`src/rtl/dpq_pkg.sv`:
```
package dpq_pkg;

   typedef enum logic [1:0] {
      FQ_IDLE  = 2'd0,
      FQ_FETCH = 2'd1,
      FQ_BUSY  = 2'd2
   } fq_state_e;

endpackage

```
`src/rtl/dpq_ptr_fifo.sv`:
```
module dpq_ptr_fifo #(
   parameter int DEPTH  = 24,
   parameter int DATA_W = 36,
   localparam int CNT_W = $clog2(DEPTH + 1),
   localparam int PTR_W = (DEPTH > 1) ? $clog2(DEPTH) : 1
) (
   input  logic              clk,
   input  logic              rst_n,
   input  logic              wr_req,
   input  logic [DATA_W-1:0] wr_data,
   input  logic              rd_req,
   output logic [DATA_W-1:0] rd_data,
   output logic [CNT_W-1:0]  count,
   output logic              empty,
   output logic              full,
   output logic              wr_drop
);

   generate
      if (DEPTH < 2) begin : g_bad_depth
         $error("dpq_ptr_fifo: DEPTH must be at least 2");
      end
      if (DATA_W < 1) begin : g_bad_width
         $error("dpq_ptr_fifo: DATA_W must be positive");
      end
   endgenerate

   logic [DATA_W-1:0] mem [DEPTH];
   logic [PTR_W-1:0]  wr_ptr, rd_ptr, wr_nxt, rd_nxt;
   logic [CNT_W-1:0]  cnt_q;
   logic              wr_ok, rd_ok;

   assign empty   = (cnt_q == '0);
   assign full    = (cnt_q == CNT_W'(DEPTH));
   assign wr_ok   = wr_req && !full;
   assign rd_ok   = rd_req && !empty;
   assign wr_drop = wr_req && full;
   assign rd_data = mem[rd_ptr];
   assign count   = cnt_q;

   // pointer advance: free wrap for power-of-two depths, compare otherwise
   generate
      if ((1 << PTR_W) == DEPTH) begin : g_pow2
         assign wr_nxt = wr_ptr + PTR_W'(1);
         assign rd_nxt = rd_ptr + PTR_W'(1);
      end else begin : g_wrap
         assign wr_nxt = (wr_ptr == PTR_W'(DEPTH - 1)) ? '0 : wr_ptr + PTR_W'(1);
         assign rd_nxt = (rd_ptr == PTR_W'(DEPTH - 1)) ? '0 : rd_ptr + PTR_W'(1);
      end
   endgenerate

   always_ff @(posedge clk) begin
      if (wr_ok) mem[wr_ptr] <= wr_data;
   end

   always_ff @(posedge clk) begin
      if (!rst_n) begin
         wr_ptr <= '0;
         rd_ptr <= '0;
         cnt_q  <= '0;
      end else begin
         if (wr_ok) wr_ptr <= wr_nxt;
         if (rd_ok) rd_ptr <= rd_nxt;
         case ({wr_ok, rd_ok})
            2'b10:   cnt_q <= cnt_q + CNT_W'(1);
            2'b01:   cnt_q <= cnt_q - CNT_W'(1);
            default: cnt_q <= cnt_q;
         endcase
      end
   end

   assert_no_overflow_R3: assert property (@(posedge clk) disable iff (!rst_n)
      cnt_q <= CNT_W'(DEPTH));

   assert_full_drop_R3: assert property (@(posedge clk) disable iff (!rst_n)
      (wr_req && full && !rd_req) |=> (cnt_q == CNT_W'(DEPTH)));

   assert_simul_keep_R9: assert property (@(posedge clk) disable iff (!rst_n)
      (wr_req && !full && rd_req && !empty) |=> $stable(cnt_q));

endmodule

```
`src/rtl/dpq_addr_fmt.sv`:
```
module dpq_addr_fmt #(
   parameter int ADDR_W = 32,
   parameter int EXT_W  = 4,
   localparam int PTR_W = ADDR_W + EXT_W
) (
   input  logic [PTR_W-1:0] raw_ptr,
   input  logic             ext_en,
   output logic [PTR_W-1:0] phys_addr
);

   generate
      if (EXT_W < 1 || ADDR_W < 1) begin : g_bad_fmt
         $error("dpq_addr_fmt: ADDR_W and EXT_W must be positive");
      end
   endgenerate

   logic [EXT_W-1:0] ext_bits;

   assign ext_bits  = ext_en ? raw_ptr[PTR_W-1:ADDR_W] : '0;
   assign phys_addr = {ext_bits, raw_ptr[ADDR_W-1:0]};

endmodule

```
`src/rtl/dpq_fetch_ctrl.sv`:
```
module dpq_fetch_ctrl
   import dpq_pkg::*;
#(
   parameter int PTR_W = 36
) (
   input  logic             clk,
   input  logic             rst_n,
   input  logic             q_empty,
   input  logic [PTR_W-1:0] head_ptr,
   input  logic [PTR_W-1:0] head_addr,
   input  logic             done_pulse,
   input  logic             fetch_ack,
   output logic             q_pop,
   output logic             fetch_req,
   output logic [PTR_W-1:0] fetch_addr,
   output logic [PTR_W-1:0] cur_raw
);

   fq_state_e        state_q, state_d;
   logic [PTR_W-1:0] pend_q, addr_q, cur_q;
   logic             ack_hit;

   assign ack_hit = (state_q == FQ_FETCH) && fetch_ack;

   always_comb begin
      q_pop   = 1'b0;
      state_d = state_q;
      case (state_q)
         FQ_IDLE: begin
            if (!q_empty) begin
               q_pop   = 1'b1;
               state_d = FQ_FETCH;
            end
         end
         FQ_FETCH: begin
            if (fetch_ack) state_d = FQ_BUSY;
         end
         FQ_BUSY: begin
            if (done_pulse) begin
               q_pop   = !q_empty;
               state_d = q_empty ? FQ_IDLE : FQ_FETCH;
            end
         end
         default: state_d = FQ_IDLE;
      endcase
   end

   always_ff @(posedge clk) begin
      if (!rst_n) begin
         state_q <= FQ_IDLE;
         pend_q  <= '0;
         addr_q  <= '0;
         cur_q   <= '0;
      end else begin
         state_q <= state_d;
         if (q_pop) begin
            pend_q <= head_ptr;
            addr_q <= head_addr;
         end
         if (ack_hit) cur_q <= pend_q;
      end
   end

   assign fetch_req  = (state_q == FQ_FETCH);
   assign fetch_addr = addr_q;
   assign cur_raw    = cur_q;

   assert_req_hold_R5: assert property (@(posedge clk) disable iff (!rst_n)
      (fetch_req && !fetch_ack) |=> (fetch_req && $stable(fetch_addr)));

   assert_cur_on_ack_R7: assert property (@(posedge clk) disable iff (!rst_n)
      !(fetch_req && fetch_ack) |=> $stable(cur_raw));

endmodule

```
`src/rtl/desc_ptr_fetch_queue.sv`:
```
module desc_ptr_fetch_queue #(
   parameter int WORD_W = 64,
   parameter int ADDR_W = 32,
   parameter int EXT_W  = 4,
   parameter int DEPTH  = 24,
   localparam int PTR_W = ADDR_W + EXT_W,
   localparam int PAD_W = WORD_W - PTR_W,
   localparam int CNT_W = $clog2(DEPTH + 1)
) (
   input  logic              clk,
   input  logic              rst_n,
   input  logic              enq_valid,
   input  logic [WORD_W-1:0] enq_word,
   input  logic              ext_addr_en,
   input  logic              done_pulse,
   output logic              fetch_req,
   output logic [PTR_W-1:0]  fetch_addr,
   input  logic              fetch_ack,
   output logic [WORD_W-1:0] cur_ptr,
   input  logic              wb_notify_en,
   output logic              wb_valid,
   output logic [PTR_W-1:0]  wb_addr,
   input  logic              ovf_clear,
   output logic              ovf_err,
   output logic [CNT_W-1:0]  count,
   output logic              empty
);

   generate
      if (PAD_W < 1) begin : g_bad_word
         $error("desc_ptr_fetch_queue: WORD_W must exceed ADDR_W + EXT_W");
      end
   endgenerate

   logic [PTR_W-1:0] head_ptr, head_addr, cur_raw, wb_fmt;
   logic             q_pop, q_full, q_empty, wr_drop, ovf_q;
   logic             reserved_unused;

   assign reserved_unused = ^enq_word[WORD_W-1:PTR_W];

   dpq_ptr_fifo #(.DEPTH(DEPTH), .DATA_W(PTR_W)) u_fifo (
      .clk     (clk),
      .rst_n   (rst_n),
      .wr_req  (enq_valid),
      .wr_data (enq_word[PTR_W-1:0]),
      .rd_req  (q_pop),
      .rd_data (head_ptr),
      .count   (count),
      .empty   (q_empty),
      .full    (q_full),
      .wr_drop (wr_drop)
   );

   dpq_addr_fmt #(.ADDR_W(ADDR_W), .EXT_W(EXT_W)) u_fmt_fetch (
      .raw_ptr   (head_ptr),
      .ext_en    (ext_addr_en),
      .phys_addr (head_addr)
   );

   dpq_fetch_ctrl #(.PTR_W(PTR_W)) u_ctrl (
      .clk        (clk),
      .rst_n      (rst_n),
      .q_empty    (q_empty),
      .head_ptr   (head_ptr),
      .head_addr  (head_addr),
      .done_pulse (done_pulse),
      .fetch_ack  (fetch_ack),
      .q_pop      (q_pop),
      .fetch_req  (fetch_req),
      .fetch_addr (fetch_addr),
      .cur_raw    (cur_raw)
   );

   dpq_addr_fmt #(.ADDR_W(ADDR_W), .EXT_W(EXT_W)) u_fmt_wb (
      .raw_ptr   (cur_raw),
      .ext_en    (ext_addr_en),
      .phys_addr (wb_fmt)
   );

   always_ff @(posedge clk) begin
      if (!rst_n)         ovf_q <= 1'b0;
      else if (wr_drop)   ovf_q <= 1'b1;
      else if (ovf_clear) ovf_q <= 1'b0;
   end

   assign ovf_err  = ovf_q;
   assign empty    = q_empty;
   assign cur_ptr  = {{PAD_W{1'b0}}, cur_raw};
   assign wb_valid = wb_notify_en;
   assign wb_addr  = wb_notify_en ? wb_fmt : '0;

   assert_ovf_sticky_R3: assert property (@(posedge clk) disable iff (!rst_n)
      (ovf_err && !ovf_clear) |=> ovf_err);

   assert_ovf_on_drop_R3: assert property (@(posedge clk) disable iff (!rst_n)
      (enq_valid && count == CNT_W'(DEPTH)) |=> ovf_err);

endmodule

```
`config.mk`:
```
export PLATFORM = sky130hd
export DESIGN_NAME = desc_ptr_fetch_queue
export DESIGN_NICKNAME = d
export VERILOG_FILES = /design/src/rtl/dpq_pkg.sv /design/src/rtl/dpq_ptr_fifo.sv /design/src/rtl/dpq_addr_fmt.sv /design/src/rtl/dpq_fetch_ctrl.sv /design/src/rtl/desc_ptr_fetch_queue.sv
export SDC_FILE = /design/constraint.sdc
export NUM_CORES = 1
export LEC_CHECK = 0
export BUFFER_PORTS_ARGS = -buffer_cell sky130_fd_sc_hd__buf_2
export CORE_AREA = 2 2 408 248
export CTS_CLUSTER_SIZE = 20
export DETAILED_ROUTE_END_ITERATION = 10
export DIE_AREA = 0 0 410 250
export PLACE_DENSITY_LB_ADDON = 0.2
export SYNTH_ARGS = -nofsm -noshare
export SYNTH_HDL_FRONTEND = slang
export SYNTH_HIERARCHICAL = 1
export SYNTH_SLANG_ARGS = --single-unit
```
`constraint.sdc`:
```
create_clock -name clk -period 4.45 [get_ports clk]
set_input_delay 0.445 -clock clk [delete_from_list [all_inputs] [get_ports clk]]
set_output_delay 0.445 -clock clk [all_outputs]
set_load 0.01 [all_outputs]
```
Yosys cells after proc, flatten, opt, wreduce, memory -nomap -nowiden
Memory sizes are Yosys's and may differ from the RTL's. A register that Yosys moved wholly into a read port is not among the register bits.
Cells that the tools add are included.

word-level totals
  register bits = 126
  bits in writable memories = 864
  output and inout port bits = 145
  memories kept = 1

operators by class
  add/subtract/negate cells = 4
  equality and inequality tests = 10
  mux-type cells = 20
  reduce and logical (&&, ||, !) cells = 11

memories
  name        depth  width  read ports  clocked after Yosys merged registers in  wr ports  RTL line            text
  u_fifo.mem  24     36     1           1                                        1         dpq_ptr_fifo.sv:28  logic [DATA_W-1:0] mem [DEPTH];

operators by type and width
  operator                                                                  count
  36-bit 2-to-1 mux                                                         1
  5-bit 2-to-1 mux                                                          4
  5-bit by 1-bit adder with 5-bit output (second input constant)            3
  5-bit equality test (second input constant)                               3
  5-bit one-hot mux with 2 select lines                                     1
  4-bit 2-to-1 mux                                                          2
  1-bit 2-to-1 mux                                                          7
  2-bit 2-to-1 mux                                                          3
  2-bit one-hot mux with 3 select lines                                     1
  5-bit zero test                                                           1
  5-bit by 1-bit subtractor with 5-bit output (second input constant)       1
  2-bit by 1-bit equality test with 1-bit output (second input constant)    2
  2-bit equality test (second input constant)                               2
  1-bit logical AND                                                         4
  2-bit inequality test (second input constant)                             2
  2-bit nonzero test                                                        2
  3-bit AND reduction                                                       1
  1-bit zero test                                                           2
  2-bit zero test                                                           1
  2-bit by 1-bit inequality test with 1-bit output (second input constant)  1
  1-bit one-hot mux with 2 select lines                                     1

Longest topological paths before layout
Gate-level depths: netlist of run 1.

  word-level depth = 7
  depth in mapped cells = 17

By module
Netlist of run 1, hierarchy kept.

by module, submodules not included
  module                times used  cells an instance  area an instance (um2)  seq. area each (um2)
  dpq_ptr_fifo          1           1632               33952.6                 26345.3
  dpq_fetch_ctrl        1           444                4179.0                  2202.1
  desc_ptr_fetch_queue  1           72                 540.5                   20.0
  dpq_addr_fmt          2           36                 265.3                   0.0

Worst setup path after synthesis of run 1
OpenSTA, ideal clock, no wires.

  path kind = reg-to-reg
  start = reg u_fifo.cnt_q[2] (netlist: u_fifo/count[2])
  end = reg u_fifo.cnt_q[2] (netlist: u_fifo/count[2])
  setup time = 72 ps
  arrival time = 3531 ps
  data required time = 4378 ps
  slack = 847 ps
  cell stages (with the launch flop) = 18
  path buffers = 4
  period minus slack after synthesis = 3603 ps
  path through = dfxtp_1 -> or3_1 -> buf_6 -> nor3_1 -> nor2_2 -> o21a_4 -> buf_12 -> buf_12 -> o31ai_4 -> inv_1 -> ha_1 -> clkbuf_1 -> xor2_1 -> ha_1 -> a21oi_1 -> xor2_1 -> or3_2 -> a21oi_1

on the way
  word-level cells in the longest chain between the ends = 7
  elaborated cells between the ends (all ways) = 15

RTL lines
  item                                                                                          RTL line                    text
  start, declared                                                                               dpq_ptr_fifo.sv:30          logic [CNT_W-1:0] cnt_q;
  start signal, assigned                                                                        dpq_ptr_fifo.sv:65          2'b10: cnt_q <= cnt_q + CNT_W'(1);
  start signal, assigned                                                                        dpq_ptr_fifo.sv:66          2'b01: cnt_q <= cnt_q - CNT_W'(1);
  start signal, assigned                                                                        dpq_ptr_fifo.sv:67          default: cnt_q <= cnt_q;
  5-bit zero test *                                                                             dpq_ptr_fifo.sv:33          assign empty = (cnt_q == '0);
  via empty                                                                                     desc_ptr_fetch_queue.sv:26  output logic empty
  1-bit zero test                                                                               --
  1-bit 2-to-1 mux                                                                              dpq_fetch_ctrl.sv:39        if (done_pulse) begin
  1-bit one-hot mux with 2 select lines *                                                       dpq_fetch_ctrl.sv:28        case (state_q)
  via q_pop                                                                                     desc_ptr_fetch_queue.sv:36  logic q_pop, q_full, q_empty, wr_drop, ovf_q;
  1-bit logical AND *                                                                           dpq_ptr_fifo.sv:36          assign rd_ok = rd_req && !empty;
  2-bit by 1-bit equality test with 1-bit output / 2-bit equality test (equally long branches)  dpq_ptr_fifo.sv:64          case ({wr_ok, rd_ok})
  5-bit one-hot mux with 2 select lines / 2-bit nonzero test (equally long branches)            --

Mark *: on every way through the listed nets, which the timed path passes. The rest lies on a longest branch.
A chain may end at the register's enable or synchronous reset.

Final worst setup path of run 1
  start = reg u_fifo.cnt_q[2] (netlist: u_fifo/count[2])
  end = reg u_fifo.cnt_q[2] (netlist: u_fifo/count[2])

on the way
  word-level cells in the longest chain between the ends = 7
  elaborated cells between the ends (all ways) = 15

RTL lines
  item                                                                                          RTL line
  5-bit zero test *                                                                             dpq_ptr_fifo.sv:33
  1-bit zero test                                                                               --
  1-bit 2-to-1 mux                                                                              dpq_fetch_ctrl.sv:39
  1-bit one-hot mux with 2 select lines *                                                       dpq_fetch_ctrl.sv:28
  via q_pop                                                                                     desc_ptr_fetch_queue.sv:36
  1-bit logical AND *                                                                           dpq_ptr_fifo.sv:36
  2-bit by 1-bit equality test with 1-bit output / 2-bit equality test (equally long branches)  dpq_ptr_fifo.sv:64
  5-bit one-hot mux with 2 select lines / 2-bit nonzero test (equally long branches)            --

Marked as above.

==> out/results.ini, run 1 <==
[clocking]
cts_setup_buffers=0
clk_latency_ns=0.67
cts_resized=0
tritoncts=yes
numCtsBuffers=89
cts_hold_buf=0
clk_path_buf_depth=3
cts_num_sinks=995
h-tree-depth=3
root_buffer=clkbuf_16
cts.clk_slew.worst_paths_ns=0.06

[worst_setup_path]
start_kind=flop
worstSetupEndpointType=flop
worstSetupPathType=flop to flop
crit_chain=or3_1 -> nor3_1 -> nor2_2 -> o21a_4 -> o31ai_4 -> inv_1 -> ha_1 -> xor2_1 -> ha_1 -> a21oi_1 -> xor2_1 -> or3_2 -> a21oi_1
critPathSlowestCell=or3_1
critPathTopFamily=simple AND/OR/NAND/NOR gates
crit_arrival_ns=4.20
slowest_delay_ns=0.56
cp_num_buf_inv=1
crit_fanout=17
cp.required_ns=5.02

[sta]
setup_viol=0
period_share_pct=81.4
setup-tns-final_ns=0
worst-slew-pin-transition_ns=1.12
hold_viol=0
timing.slew.headroom_pct=25.2
setup_ws_ns=0.826
rsz0062_at_grt=false
max_freq_mhz=276
period_needed_ns=3.62
slew_viol_final=0
clock_skew_ns=0.0175

[route]
first_pass_iters=7
postRouteAntennaNets=0
vias=20200
vias_per_cell=5.39
dr.first_iter.drc_count=1927
wl_per_cell_um=24.7
totalWireLength_um=92500
drc=0

[placed_design]
dp_slack_ns=0.879
dpl.hpwl_um=53600
gp_congestion=0.752
port_buffers=160

[synth]
avgSynthCellArea_um2=17.7
ys_types=55
ys.flop_type=edfxtp_1
syn_area_um2=39200
ys_seq_elements=995
synth.area.mux_share_pct=14.9
synth_edf_count=864
synthAdderAreaFrac_pct=0.255
synth_xor_area_share_pct=0.156
synth-compound-area-share_pct=3.12
synthArstFlopShare_pct=0
postSynthCellCount=2220
ys_warn_count=6
synth_top_family_by_area=multiplexers
seq_area_frac_synth_pct=72.9
synthSimpleGateAreaFrac_pct=4.95

[layout]
n_antenna_cell=0
final_cell_mix=edfxtp_1 (864), mux2i_1 (220), nand2_1 (193)
final_common_cell=edfxtp_1
post-route-util_pct=44.4
final.fill_count=8553
nNetsFinal=2423
drive_gt1_share_pct=25.8
syn_to_final_growth_pct=12.5

[global_route]
grt_usage_pct=17.9
first_global_vias=20200
grt_overflow_total=0
grt_pass1_wl_um=134000
grt_max_degree=116
antenna_found_initial=4

[hold_path]
hp-class=input pin to flop

[power]
ir_drop_uv=311
power_leakage_nw=14.2
powerDensity_nw_per_um2=510

[die]
core_area_um2=99200
dieWidth_um=410
initial_core_util_pct=39.5
die_y_um=250
die_area_um2=103000
rows=90
io_pins=217

[run_status]
outcome=finished clean

[flow_run]
drv_cap=0

==> stage by stage <==
step / hold slack [ns] / power [mW] / std cells / cell area, µm²
finish: 0.0880 / 22.5 / 3751 / 44100
global route: 0.0815 / 23.4 / 3751 / 44100
CTS: 0.0317 / 22.8 / 3751 / 44100
detailed placement: 0.444 / 15.0 / 3586 / 41100
global placement: 0.442 / 14.9 / 3586 / 41100
floorplan: 0.438 / 14.3 / 2247 / 39300
==> sequential cells by signal, indices dropped and copies added, names as in the netlist, named ones only <==
register,flops
u_ctrl/cur_raw,36
u_ctrl/fetch_addr,36
u_fifo/count,5
ovf_err,1
u_ctrl/pend_q,36
u_fifo/mem,864
u_fifo/wr_ptr,5
u_fifo/rd_ptr,5
u_ctrl/state_q,2
==> worst reg2reg max path: cells and delay by family, from the launching register on <==
family	cells	cell delay [ns]
buffers and inverters	1	0.14
and+or+nand+nor	4	1.40
DFF	1	0.38
adders and majority gates	2	0.53
AOI/OAI and AO/OA	4	0.80
xor gates and xnor gates	2	0.31
==> routing by layer <==
| layer | share of wire (%) | GRT usage (%) | up-vias |
|---|---|---|---|
| met4 | 1.7 | 4.28 | 2 |
| li1 | - | - | 8790 |
| met5 | 0.0076 | 0 | - |
| met3 | 6.0 | 2.40 | 101 |
| met2 | 45 | 26.5 | 581 |
| met1 | 48 | 27.8 | 10700 |
==> cells in the mapped netlist (3+ instances only) <==
master / number / share of area (%)
edfxtp_1: 864 / 66
xor2_1: 6 / 0.13
dfxtp_1: 131 / 6.7
inv_1: 8 / 0.077
buf_4: 107 / 2.0
and2_2: 36 / 0.69
clkbuf_1: 47 / 0.45
o21a_1: 5 / 0.096
buf_2: 35 / 0.45
and2_1: 10 / 0.16
buf_12: 8 / 0.41
buf_6: 4 / 0.11
or3_1: 6 / 0.096
a21oi_1: 6 / 0.077
nor2b_1: 5 / 0.080
ha_1: 8 / 0.26
a22oi_1: 108 / 2.1
nor3_1: 3 / 0.038
nor2_1: 34 / 0.33
clkbuf_2: 3 / 0.038
o21ai_0: 39 / 0.50
buf_1: 11 / 0.11
nand2_1: 193 / 1.8
nand3_1: 111 / 1.4
mux4_2: 144 / 8.3
mux2i_1: 220 / 5.6
mux2_2: 36 / 1.0
==> power by group <==
group          internal [mW]  leakage, nW  switching, mW
Clock                   4.40         1.47           3.37
Sequential              10.5         8.86          0.239
Combinational           1.85         3.88           2.10
Total                   16.8         14.2           5.71
==> path summary, 6_finish.rpt <==
path                                      startpoint                    to  slack, ns  cells past startpoint
worst max-delay path                 u_fifo/count[2]       u_fifo/count[2]       0.83                     13
worst min-delay path                      done_pulse     u_ctrl/state_q[0]       0.09                      3
worst min register to register  u_ctrl/fetch_addr[1]  u_ctrl/fetch_addr[1]       0.45                      2
worst max register to register       u_fifo/count[2]       u_fifo/count[2]       0.83                     13
==> cells by family (layout without fill, tap and decap cells) <==
logic type | count (synthesis) | in the layout
flip-flops | 995 | 995
AND/OR/NAND/NOR | 411 | 411
multiplexers | 400 | 400
buffers and inverters | 225 | 395
AO/OA/AOI/OAI | 173 | 173
adder cells (fa/ha/maj) | 8 | 8
XOR/XNOR | 7 | 7
other | 1 | 28
==> final cells by class <==
| class | instances | area (µm²) | share of cell area, % |
|---|---|---|---|
| sequential | 995 | 28600 | 64.8 |
| multi-input combinational | 1027 | 9510 | 21.6 |
| clock buffer | 119 | 2560 | 5.81 |
| tap | 1334 | 1670 | 3.79 |
| timing repair buffer | 220 | 1350 | 3.05 |
| clock inverter | 46 | 387 | 0.877 |
| inverter | 10 | 37.5 | 0.0851 |
Power figures use the tool's default switching activity.
==> run 2: changes to the inputs <==
--- a/config.mk
+++ b/config.mk
@@ -5,11 +5,12 @@
 export SDC_FILE = /design/constraint.sdc
 export NUM_CORES = 1
 export LEC_CHECK = 0
+export ABC_AREA = 1
 export BUFFER_PORTS_ARGS = -buffer_cell sky130_fd_sc_hd__buf_2
-export CORE_AREA = 2 2 408 248
+export CORE_AREA = 2 2 427 260
 export CTS_CLUSTER_SIZE = 20
 export DETAILED_ROUTE_END_ITERATION = 10
-export DIE_AREA = 0 0 410 250
+export DIE_AREA = 0 0 429 262
 export PLACE_DENSITY_LB_ADDON = 0.2
 export SYNTH_ARGS = -nofsm -noshare
 export SYNTH_HDL_FRONTEND = slang
==> constraint.sdc (replaced) <==
create_clock -name clk -period 3 [get_ports clk]
set_input_delay 0.3 -clock clk [delete_from_list [all_inputs] [get_ports clk]]
set_output_delay 0.3 -clock clk [all_outputs]
set_load 0.01 [all_outputs]
==> run 2 against run 1 <==
Register-to-register slack got worse by 0.47 ns. Sequential power up 49%. Clock skew up 0.0022 ns. Sequential share of layout area down 5.7 points. Die area rose by 9.7%. Worst setup slack got worse by 0.47 ns. Routed wire length grew 25%. Clock power is 51% higher. Maximum frequency up 37%. Synthesized cell count is 94% higher. Clock-buffer cell count rose by 11. Combinational power up 130%. Critical endpoint is now u_fifo/count[4].
==> out/results.ini, run 2 <==
[layout]
post-route-util_pct=44.5  ; was 44.4%
fin_cells=5877  ; was 3,751
seqCellArea_um2=28600  ; about the same
regMostFlops=u_fifo/mem  ; unchanged
nNetsFinal=4438  ; was 2,423
final.fill_count=10300  ; was 8,553
multi_input_area_um2=10500  ; was 9510 µm²
stdcell_area_um2=48300  ; was 44,100 µm²
largest_reg_flops=864  ; unchanged
final_cell_mix=nand2_1 (1,055), edfxtp_1 (864), inv_1 (619)  ; was edfxtp_1 (864), mux2i_1 (220), nand2_1 (193)
drive_gt1_share_pct=9.93  ; was 25.8%
final_common_cell=nand2_1  ; was edfxtp_1
syn_to_final_growth_pct=12.2  ; was 12.5%

[power]
power.switching_mw=11.9  ; was 5.71 mW
power.internal_mw=25.1  ; was 16.8 mW
ir_drop_uv=674  ; was 311 µV
combPwrFrac_pct=24.9  ; was 17.5%
power_leakage_nw=20.3  ; was 14.2 nW
swShare_pct=32.1  ; was 25.4%
total_power_mw=37.0  ; was 22.5 mW
power_frac_clock_pct=31.5  ; was 34.6%
p_seq_share_pct=43.5  ; was 47.9%
powerDensity_nw_per_um2=766  ; was 510 nW/µm²

[sta]
rsz0062_at_grt=false  ; unchanged
period_share_pct=88.1  ; was 81.4%
timing.hold.ws_ns=0.0497  ; was 0.0880 ns
max_freq_mhz=378  ; was 276 MHz
clock_skew_ns=0.0197  ; was 0.0175 ns
hold_viol=0  ; unchanged
timing.slew.headroom_pct=43.3  ; was 25.2%
worst-slew-pin-transition_ns=0.851  ; was 1.12 ns
setup_ws_ns=0.358  ; was 0.826 ns
setup-tns-final_ns=0  ; unchanged
period_needed_ns=2.64  ; was 3.62 ns
slew_viol_final=0  ; unchanged
setup_viol=0  ; unchanged

[route]
wl_per_cell_um=19.6  ; was 24.7 µm
drc=0  ; unchanged
first_pass_iters=6  ; was 7
totalWireLength_um=115000  ; was 92,500 µm
vias=28800  ; was 20,200
postRouteAntennaNets=0  ; unchanged
vias_per_cell=4.89  ; was 5.39
dr.first_iter.drc_count=2711  ; was 1,927

[worst_setup_path]
start_kind=flop  ; unchanged
crit_fanout=7  ; was 17
worstSetupEndpointType=flop  ; unchanged
cp.required_ns=3.58  ; was 5.02 ns
worstSetupPathType=flop to flop  ; unchanged
crit_arrival_ns=3.22  ; was 4.20 ns

[global_route]
grt_usage_pct=20.4  ; was 17.9%
grt_max_degree=145  ; was 116
grt_pass1_wl_um=172000  ; was 134,000 µm
antenna_found_initial=4  ; unchanged
grt_overflow_total=0  ; unchanged
first_global_vias=26700  ; was 20,200

[synth]
ys_warn_count=6  ; unchanged
avgSynthCellArea_um2=10.0  ; was 17.7 µm²
syn_area_um2=43100  ; was 39,200 µm²
postSynthCellCount=4296  ; was 2,220

[die]
die_area_um2=112000  ; was 103,000 µm²
dieWidth_um=429  ; was 410 µm
io_pins=217  ; unchanged
initial_core_util_pct=39.7  ; was 39.5%
rows=94  ; was 90
die_y_um=262  ; was 250 µm
core_area_um2=109000  ; was 99,200 µm²

[clocking]
cts_num_sinks=995  ; unchanged
tritoncts=yes  ; unchanged
root_buffer=clkbuf_16  ; unchanged
numCtsBuffers=93  ; was 89
h-tree-depth=3  ; unchanged
clk_path_buf_depth=3  ; unchanged
cts.clk_slew.worst_paths_ns=0.06  ; about the same
clk_latency_ns=0.70  ; was 0.67 ns

[placed_design]
dp_slack_ns=0.326  ; was 0.879 ns
gp_congestion=0.796  ; was 0.752
dpl-instance-area_um2=45300  ; was 41,100 µm²
port_buffers=160  ; unchanged
dpl.hpwl_um=63900  ; was 53,600 µm
dp_cells=5696  ; was 3,586

[flow_run]
drv_cap=0  ; unchanged

[hold_path]
hp-class=input pin to flop  ; unchanged

[run_status]
outcome=finished clean  ; unchanged

run 2: timing repair:
| item | 4_1_cts | 5_1_grt |
|---|---|---|
| endpoints found under the setup margin | 0 | 1 |
| hold endpoints to repair | 22 | 0 |
| setup buffers | 0 | 0 |
| resized for setup | 0 | 1 |
| hold buffers | 7 | 0 |
run 2: path summary, 6_finish.rpt:
check,start,to,slack [ns],cells past startpoint
max,u_fifo/count[1],u_fifo/count[4],0.36,20
min,enq_word[15],u_fifo/mem[6][15],0.05,1
max reg2reg,u_fifo/count[1],u_fifo/count[4],0.36,20
min reg2reg,u_ctrl/pend_q[24],u_ctrl/cur_raw[24],0.48,2
run 2: layout make-up:
class / instances / share of cell area [%]
inverter: 625 / 4.90
multi-input combinational: 2376 / 21.7
timing repair buffer: 267 / 4.34
tap: 1440 / 3.73
clock buffer: 130 / 5.54
sequential: 995 / 59.1
antenna: 4 / 0.0207
clock inverter: 40 / 0.598
run 2: critical path, cell delays in order, from the launching register on:
cell and delay (ns):
dfxtp_1 0.43, nor2_1 0.10, nand4_1 0.12, inv_1 0.10, nor2_4 0.12, nand2_1 0.08
inv_1 0.06, nand2_1 0.11, inv_1 0.22, ha_2 0.30, nand2_1 0.07, inv_1 0.07
nor2_1 0.06, ha_1 0.17, a21o_1 0.17, nand3_1 0.08, nand2_1 0.06, nand2_1 0.06
nand3_1 0.06, nand2_1 0.07, inv_1 0.04
run 2: power groups by stage:
| stage | clock network, mW | logic (mW) | registers [mW] |
|---|---|---|---|
| 2_1_floorplan | 0 | 6.83 | 16.4 |
| 3_3_place_gp | 0 | 9.21 | 16.4 |
| 3_5_place_dp | 0 | 9.25 | 16.4 |
| 4_1_cts | 12.0 | 9.29 | 16.1 |
| 5_1_grt | 12.5 | 10.5 | 16.2 |
| 6_report | 11.7 | 9.23 | 16.1 |
run 2: metal layers:
layer / track usage (%) / share of wire (%) / wire [µm] / up-vias
met5: 0 / 0.016 / 18 / -
met4: 5.93 / 2.5 / 2900 / 2
li1: - / - / - / 14000
met1: 30.8 / 49 / 56000 / 13900
met3: 3.58 / 6.2 / 7110 / 151
met2: 30.0 / 43 / 49300 / 716
